### src/rtl/idle_pkg.sv
package idle_pkg;
  localparam int STW = 3;
  localparam int KW  = 2;

  typedef enum logic [STW-1:0] {
    ST_C0  = 3'd0,
    ST_C1  = 3'd1,
    ST_C1E = 3'd2,
    ST_C3  = 3'd3,
    ST_C6  = 3'd4
  } cstate_e;

  typedef enum logic [KW-1:0] {
    K_HALT  = 2'd0,
    K_MWAIT = 2'd1,
    K_IO    = 2'd2,
    K_RSVD  = 2'd3
  } kind_e;
endpackage

### src/rtl/idle_thread_fsm.sv
module idle_thread_fsm
  import idle_pkg::*;
(
  input  logic                 clk,
  input  logic                 rst_n,
  input  logic                 req_valid,
  input  logic [KW-1:0]        req_kind,
  input  logic [STW-1:0]       req_depth,
  input  logic                 irq,
  input  logic                 mon_hit,
  output logic [STW-1:0]       state_o
);
  cstate_e state_q;
  logic    via_mon_q;
  logic    tgt_ok;
  cstate_e tgt;
  logic    tgt_mon;
  logic    wake;

  // decode the requested target
  always_comb begin
    tgt_ok  = 1'b0;
    tgt     = ST_C0;
    tgt_mon = 1'b0;
    unique case (kind_e'(req_kind))
      K_HALT: begin
        tgt_ok = 1'b1;
        tgt    = ST_C1;
      end
      K_MWAIT: begin
        tgt_mon = 1'b1;
        if (req_depth == ST_C1 || req_depth == ST_C3 || req_depth == ST_C6) begin
          tgt_ok = 1'b1;
          tgt    = cstate_e'(req_depth);
        end
      end
      K_IO: begin
        if (req_depth == ST_C3 || req_depth == ST_C6) begin
          tgt_ok = 1'b1;
          tgt    = cstate_e'(req_depth);
        end
      end
      default: tgt_ok = 1'b0;
    endcase
  end

  assign wake = irq | (mon_hit & via_mon_q);

  always_ff @(posedge clk or negedge rst_n) begin
    if (!rst_n) begin
      state_q   <= ST_C0;
      via_mon_q <= 1'b0;
    end else if (wake) begin
      state_q   <= ST_C0;
      via_mon_q <= 1'b0;
    end else if (state_q == ST_C0 && req_valid && tgt_ok) begin
      state_q   <= tgt;
      via_mon_q <= tgt_mon;
    end
  end

  assign state_o = state_q;
endmodule

### src/rtl/idle_core_resolve.sv
module idle_core_resolve
  import idle_pkg::*;
#(
  parameter int NT = 2
) (
  input  logic                 clk,
  input  logic                 rst_n,
  input  logic                 c1e_en,
  input  logic [STW*NT-1:0]    thr_flat,
  output logic [STW-1:0]       core_o
);
  logic [STW-1:0] shallow;
  cstate_e        res;
  cstate_e        core_q;

  always_comb begin
    shallow = ST_C6;
    for (int i = 0; i < NT; i++) begin
      if (thr_flat[STW*i +: STW] < shallow) shallow = thr_flat[STW*i +: STW];
    end
    res = cstate_e'(shallow);
    if (res == ST_C1 && c1e_en) res = ST_C1E;
  end

  always_ff @(posedge clk or negedge rst_n) begin
    if (!rst_n) core_q <= ST_C0;
    else        core_q <= res;
  end

  assign core_o = core_q;
endmodule

### src/rtl/idle_snoop_unit.sv
module idle_snoop_unit
  import idle_pkg::*;
#(
  parameter int WAKE_CYC = 2
) (
  input  logic           clk,
  input  logic           rst_n,
  input  logic [STW-1:0] core_state,
  input  logic           snoop_valid,
  output logic           snoop_ready,
  output logic           snoop_served
);
  localparam int CW = $clog2(WAKE_CYC + 2);
  localparam logic [CW-1:0] DEEP_LAT    = CW'(WAKE_CYC + 1);
  localparam logic [CW-1:0] SHALLOW_LAT = CW'(1);

  logic [CW-1:0] cnt_q;
  logic          served_q;
  logic          accept;
  logic          deep;

  assign snoop_ready = (cnt_q == '0) && !served_q;
  assign accept      = snoop_valid && snoop_ready;
  assign deep        = (core_state == ST_C3) || (core_state == ST_C6);

  always_ff @(posedge clk or negedge rst_n) begin
    if (!rst_n) begin
      cnt_q    <= '0;
      served_q <= 1'b0;
    end else begin
      served_q <= (cnt_q == CW'(1));
      if (accept)             cnt_q <= deep ? DEEP_LAT : SHALLOW_LAT;
      else if (cnt_q != '0)   cnt_q <= cnt_q - CW'(1);
    end
  end

  assign snoop_served = served_q;
endmodule

### src/rtl/idle_coord_top.sv
module idle_coord_top
  import idle_pkg::*;
#(
  parameter int NUM_THREADS       = 2,
  parameter int SNOOP_WAKE_CYCLES = 2
) (
  input  logic                       clk,
  input  logic                       rst_n,
  input  logic                       c1e_en,
  input  logic [NUM_THREADS-1:0]     req_valid,
  input  logic [2*NUM_THREADS-1:0]   req_kind,
  input  logic [3*NUM_THREADS-1:0]   req_depth,
  input  logic [NUM_THREADS-1:0]     irq,
  input  logic [NUM_THREADS-1:0]     mon_hit,
  input  logic                       snoop_valid,
  output logic                       snoop_ready,
  output logic                       snoop_served,
  output logic [3*NUM_THREADS-1:0]   thr_state,
  output logic [2:0]                 core_state
);
  logic [STW*NUM_THREADS-1:0] thr_flat;

  for (genvar g = 0; g < NUM_THREADS; g++) begin : g_thr
    idle_thread_fsm u_fsm (
      .clk       (clk),
      .rst_n     (rst_n),
      .req_valid (req_valid[g]),
      .req_kind  (req_kind[KW*g +: KW]),
      .req_depth (req_depth[STW*g +: STW]),
      .irq       (irq[g]),
      .mon_hit   (mon_hit[g]),
      .state_o   (thr_flat[STW*g +: STW])
    );
  end

  idle_core_resolve #(.NT(NUM_THREADS)) u_res (
    .clk      (clk),
    .rst_n    (rst_n),
    .c1e_en   (c1e_en),
    .thr_flat (thr_flat),
    .core_o   (core_state)
  );

  idle_snoop_unit #(.WAKE_CYC(SNOOP_WAKE_CYCLES)) u_snp (
    .clk          (clk),
    .rst_n        (rst_n),
    .core_state   (core_state),
    .snoop_valid  (snoop_valid),
    .snoop_ready  (snoop_ready),
    .snoop_served (snoop_served)
  );

  assign thr_state = thr_flat;
endmodule

### config.mk
export PLATFORM = sky130hd
export DESIGN_NAME = idle_coord_top
export DESIGN_NICKNAME = d
export VERILOG_FILES = /design/src/rtl/idle_pkg.sv /design/src/rtl/idle_thread_fsm.sv /design/src/rtl/idle_core_resolve.sv /design/src/rtl/idle_snoop_unit.sv /design/src/rtl/idle_coord_top.sv
export SDC_FILE = /design/constraint.sdc
export NUM_CORES = 1
export LEC_CHECK = 0
export ABC_AREA = 0
export BUFFER_PORTS_ARGS = -buffer_cell sky130_fd_sc_hd__buf_2
export CORE_MARGIN = 2
export CORE_UTILIZATION = 50
export CTS_BUF_LIST = sky130_fd_sc_hd__clkbuf_8
export CTS_CLUSTER_SIZE = 10
export DETAILED_ROUTE_END_ITERATION = 10
export HOLD_SLACK_MARGIN = 0.08
export PLACE_DENSITY = 0.9
export RECOVER_POWER = 25
export SLEW_MARGIN = 20
export SYNTH_ARGS = -nofsm -noshare
export SYNTH_HDL_FRONTEND = slang
export SYNTH_SLANG_ARGS = --single-unit
### constraint.sdc
create_clock -name clk -period 5.35 [get_ports clk]
set_input_delay 0 -clock clk [delete_from_list [all_inputs] [get_ports clk]]
set_output_delay 0 -clock clk [all_outputs]
set_load 0.05 [all_outputs]
---- After elaboration in Yosys (flattened, before gate mapping) ----
Index checks and enable logic that the tools add are counted.
cells by class
  $add $sub $neg .......................... 1
  order comparisons ....................... 2
  eq/ne operators ......................... 14
  multiplexer cells ....................... 28
  bitwise operators ....................... 4
  reductions and logical operators ........ 24
operators with widths
  kind                 count
  $mux 3               11
  $pmux 3 s3           2
  $mux 1               10
  $eq 3x1->1 const B   3
  $eq 3x2->1 const B   3
  $eq 3x3->1 const B   3
  $reduce_bool 2->1    4
  $logic_and 1x1->1    7
  $logic_or 1x1->1     7
  $eq 2x1->1 const B   3
  $logic_not 2->1      3
  $logic_not 3->1      2
  $mux 2               3
  $pmux 1 s3           2
  $eq 2x2->1 const B   2
  $lt 3x3->1           1
  $lt 3x3->1 const B   1
  $and 1x1->1          2
  $or 1x1->1           2
  $sub 2x1->2 const B  1
  $logic_not 1->1      1
word-level totals
  register bits after elaboration ......... 14
  bits of input ports ..................... 20
  word-level logic and storage cells ...... 80

---- Logic depth before layout (Yosys ltp) ----
  word-level depth ........................ 8
  depth in mapped cells ................... 7

---- Modules after synthesis ----
Synthesis repeated with hierarchy kept, for this count alone.
second synthesis, totals
  cells, all modules ...................... 93
  area total of the unflattened synthesis .. 914.6 sq um
modules (own cells, without submodules)
  module             times used  cells an instance  area each (sq um)  seq. area each (sq um)
  idle_thread_fsm    2           27                 254.0              100.1
  idle_core_resolve  1           23                 222.7              75.1
  idle_snoop_unit    1           16                 183.9              75.1

---- Worst setup path after synthesis ----
No wires, ideal clock.
  path type ............................... register -> register
  start point ............................. register g_thr[0].u_fsm.state_q[2]
  end point ............................... register u_res.core_q[0], in the netlist u_res.core_o[0]
  library setup time ...................... 0.082 ns
  arrival ................................. 2.013 ns
  data required time ...................... 5.268 ns
  setup slack ............................. 3.255 ns
  stages on the path, launching flop included .. 7
  path buffers ............................ 0
  path through ............................ dfrtp_1 > inv_1 > ha_1 > a21oi_1 > o21ai_1 > mux2_1 > a31oi_1
between the ends
  word-level cells in the longest chain between the ends .. 7
RTL lines
  element                 RTL line                 RTL
  from (decl)             idle_thread_fsm.sv:13    cstate_e state_q;
  from (signal assigned)  idle_thread_fsm.sv:57    state_q <= tgt;
  $lt 3x3->1              idle_core_resolve.sv:19  if (thr_flat[STW*i +: STW] < shallow) shallow = thr_flat[STW*i +: STW];
  $mux 3 *                idle_core_resolve.sv:19
  $lt 3x3->1              idle_core_resolve.sv:19
  $mux 3 *                idle_core_resolve.sv:19
  $eq 3x1->1              idle_core_resolve.sv:22  if (res == ST_C1 && c1e_en) res = ST_C1E;
  $logic_and 1x1->1       idle_core_resolve.sv:22
  $mux 3 *                idle_core_resolve.sv:22
  via u_res.res[0]        idle_core_resolve.sv:13  cstate_e res;
  to (signal assigned)    idle_core_resolve.sv:27  else core_q <= res;
  to (decl)               idle_core_resolve.sv:14  cstate_e core_q;
The timed path passes the listed nets; every way through them passes the cells marked *.
A chain may end at the register's enable or synchronous reset.

---- Worst setup path in the final report ----
Ends and elaborated chain as after synthesis.

==> results.yml <==
detailed_routing:
  routed_via_density: 5.573
  ant_nets: 0
  wl_per_cell_um: 13.33
  vias: 836
  drc: 0
  wl_mm: 2.000
  drt_iter0_drc: 31
  drt-pass1-iter-count: 4
logic_synthesis:
  syn_inst: 94
  ys_seq_elements: 14
  synthDistinctLibCells: 31
  ys_warn_count: 0
  synthesis.nets: 118
  synth_top_cell_area_share: 0.4029
  synth-async-reset-ratio: 1.000
  yosys.area.top_type: "dfrtp_1"
  synth_area_um2: 869.6
  ys.flop_type: "dfrtp_1"
  synthTopCellsByArea: "dfrtp_1 40%, a21oi_1 5.8%, ha_1 5.8%"
  synth.most_common_cell: "dfrtp_1"
  synth.top_cells.by_count: "14 x dfrtp_1, 11 x inv_1, 10 x a21oi_1"
  synth_area_per_cell_um2: 9.251
  ys_seq_area_frac: 0.4029
  synth-edff-count: 0
clock_network:
  cts.path.max_buffers: 2
  worstSkewPairLatency_ns: 0.25
  numCtsBuffers: 3
  cts_hold_buffers: 5
  cts_tree: "done"
  cts.sinks: 14
  root_buffer: "clkbuf_8"
  cts_setup_buffers: 0
  cts_resized: 0
  cts.clk_slew.worst_paths_ns: 0.06
  h-tree-depth: 1
timing:
  worst_pin_slew_ns: 0.7143
  period_needed_ns: 1.918
  finalHoldViolations: 0
  slew_viol_final: 0
  fmax_mhz: 521.3
  rsz0062_at_grt: "false"
  slew_headroom: 0.5238
  skew_ns: 0.001117
  setup_tns_ns: 0
  setup_viol: 0
  period_share: 0.3585
critical_path:
  required_ns: 5.53
  crit_type: "flop to flop"
  reg2reg_depth: 6
  endpoint_kind: "flop"
  rr_endpoint: "u_res.core_o[0]"
  ff2ff_setup_slack_ns: 3.43
  regToRegStartpoint: "g_thr[0].u_fsm.state_o[2]"
  path_max_fanout: 5
  cp.arrival_ns: 2.09
  cp-startpoint: "g_thr[0].u_fsm.state_o[2]"
  startpoint_type: "flop"
cells_and_area:
  n_antenna_cell: 0
  nets: 158
  syn2layout_area_growth_pct: 31.65
  finalNonFillerCells: 150
  drive_gt1_frac: 0.2857
grt:
  grt_max_degree: 15
  gr-total-overflow: 0
  antenna_found_initial: 0
  grt.total_usage: 0.2095
  grt_pass1_vias: 765
  grt_pass1_wl_mm: 3.063
flow_run:
  drv_cap: 0
die:
  row_count: 15
  die_area_um2: 2089
  core_um2: 1689
  die_y_um: 45.71
  ios: 31
  initial_core_util: 0.5148
  die_w_um: 45.71
power_and_ir_drop:
  total_leakage_power_nw: 0.5879
  powerDensity_nw_per_um2: 321.7
  peakVddDrop_mv: 0.2651
min_path:
  holdPathStages: 3
  min_from: "req_depth[0]"
  hp-class: "input pin to flop"
  holdPathEnd: "g_thr[0].u_fsm.state_o[1]"
place:
  placed_cells: 141
  gp_congestion: 0.8342
  hpwl_mm: 1.551
  io_buffers: 30
status:
  status: "complete, no violations"
[worst max-delay path by stage]
| stage | end | slack [ns] | cells past startpoint |
|---|---|---|---|
| global route | u_res.core_o[0] | 3.33 | 6 |
| finish | u_res.core_o[0] | 3.43 | 6 |
| global placement | u_res.core_o[0] | 3.59 | 6 |
| detailed placement | u_res.core_o[0] | 3.47 | 6 |
| floorplan | u_res.core_o[0] | 3.26 | 6 |
| CTS | u_res.core_o[0] | 3.46 | 6 |
[registers in the layout, indices dropped and copies added (netlist names)]
signal,cells
g_thr.u_fsm.state_o,6
u_res.core_o,3
g_thr.u_fsm.via_mon_q,2
u_snp.cnt_q,2
u_snp.snoop_served,1
[logic make-up after synthesis]
logic type                 after synthesis  synth area share
and+or+nand+nor                         32            0.2302
AOI/OAI and AO/OA                       28            0.2043
DFF                                     14            0.4029
buffers and inverters                   11           0.04748
muxes                                    4           0.04748
adders and majority gates                4           0.05756
xor gates and xnor gates                 1           0.01007
[per-layer routing]
layer,GRT usage,vias up,wire (um)
met1,0.2225,395,816
met4,0.1029,0,35
met2,0.3775,27,1052
li1,-,409,-
met3,0.05556,5,95
met5,0,-,0
[critical path, stage by stage (launching register included)]
cell	delay, ns
dfrtp_1	0.41
inv_1	0.12
ha_1	0.34
a21oi_1	0.32
o21ai_1	0.14
mux2_1	0.35
a31oi_1	0.16
[stage by stage]
| step | worst slack, ns | instance area, um2 | power [mW] | hold WS, ns | utilization |
|---|---|---|---|---|---|
| 6_report | 3.432 | 1145 | 0.3683 | 0.08416 | 0.6778 |
| 2_1_floorplan | 3.255 | 869.6 | 0.2267 | -0.2956 | - |
| 3_5_place_dp | 3.470 | 1041 | 0.2624 | -0.09273 | 0.6163 |
| 5_1_grt | 3.331 | 1145 | 0.3889 | 0.1158 | 0.6778 |
| 3_3_place_gp | 3.590 | 1041 | 0.2556 | -0.09500 | 0.6163 |
| 4_1_cts | 3.459 | 1146 | 0.3693 | 0.08719 | 0.6785 |
[layout make-up]
class / count / area [um2]
clock buffer: 4 / 55.05
fill: 134 / 544.3
inverter: 11 / 41.29
multi-input combinational: 69 / 478.0
sequential: 14 / 350.3
tap: 17 / 21.27
timing repair buffer: 35 / 198.9
[placed cells by master (no fill, tap or decap)]
cell and n:
xnor2_1 1, a21boi_1 1, buf_2 29, a211oi_2 1
a41oi_1 1, nor2_1 6, a21oi_1 10, dfrtp_1 14
nand2_1 7, or2_2 1, a21o_1 3, nor3b_1 2
a211oi_1 1, or4b_1 1, inv_1 11, nor4b_2 1
dlygate4sd3_1 5, or4b_4 1, nand3_1 1, a31oi_1 2
o21ai_0 1, o21ai_1 5, clkbuf_1 1, nand4_1 1
nor2b_1 3, ha_1 4, a22oi_1 1, a31o_1 1
mux2i_1 3, clkbuf_8 4, mux2_1 1, nor3b_2 1
o21ba_1 1, nand2b_1 5, or3b_1 2
[power by group]
group	internal, mW	switching, mW	total [mW]
Sequential	0.122	0.00939	0.131
Combinational	0.0450	0.0874	0.132
Clock	0.0653	0.0392	0.105
(Power assumes the default switching activity.)
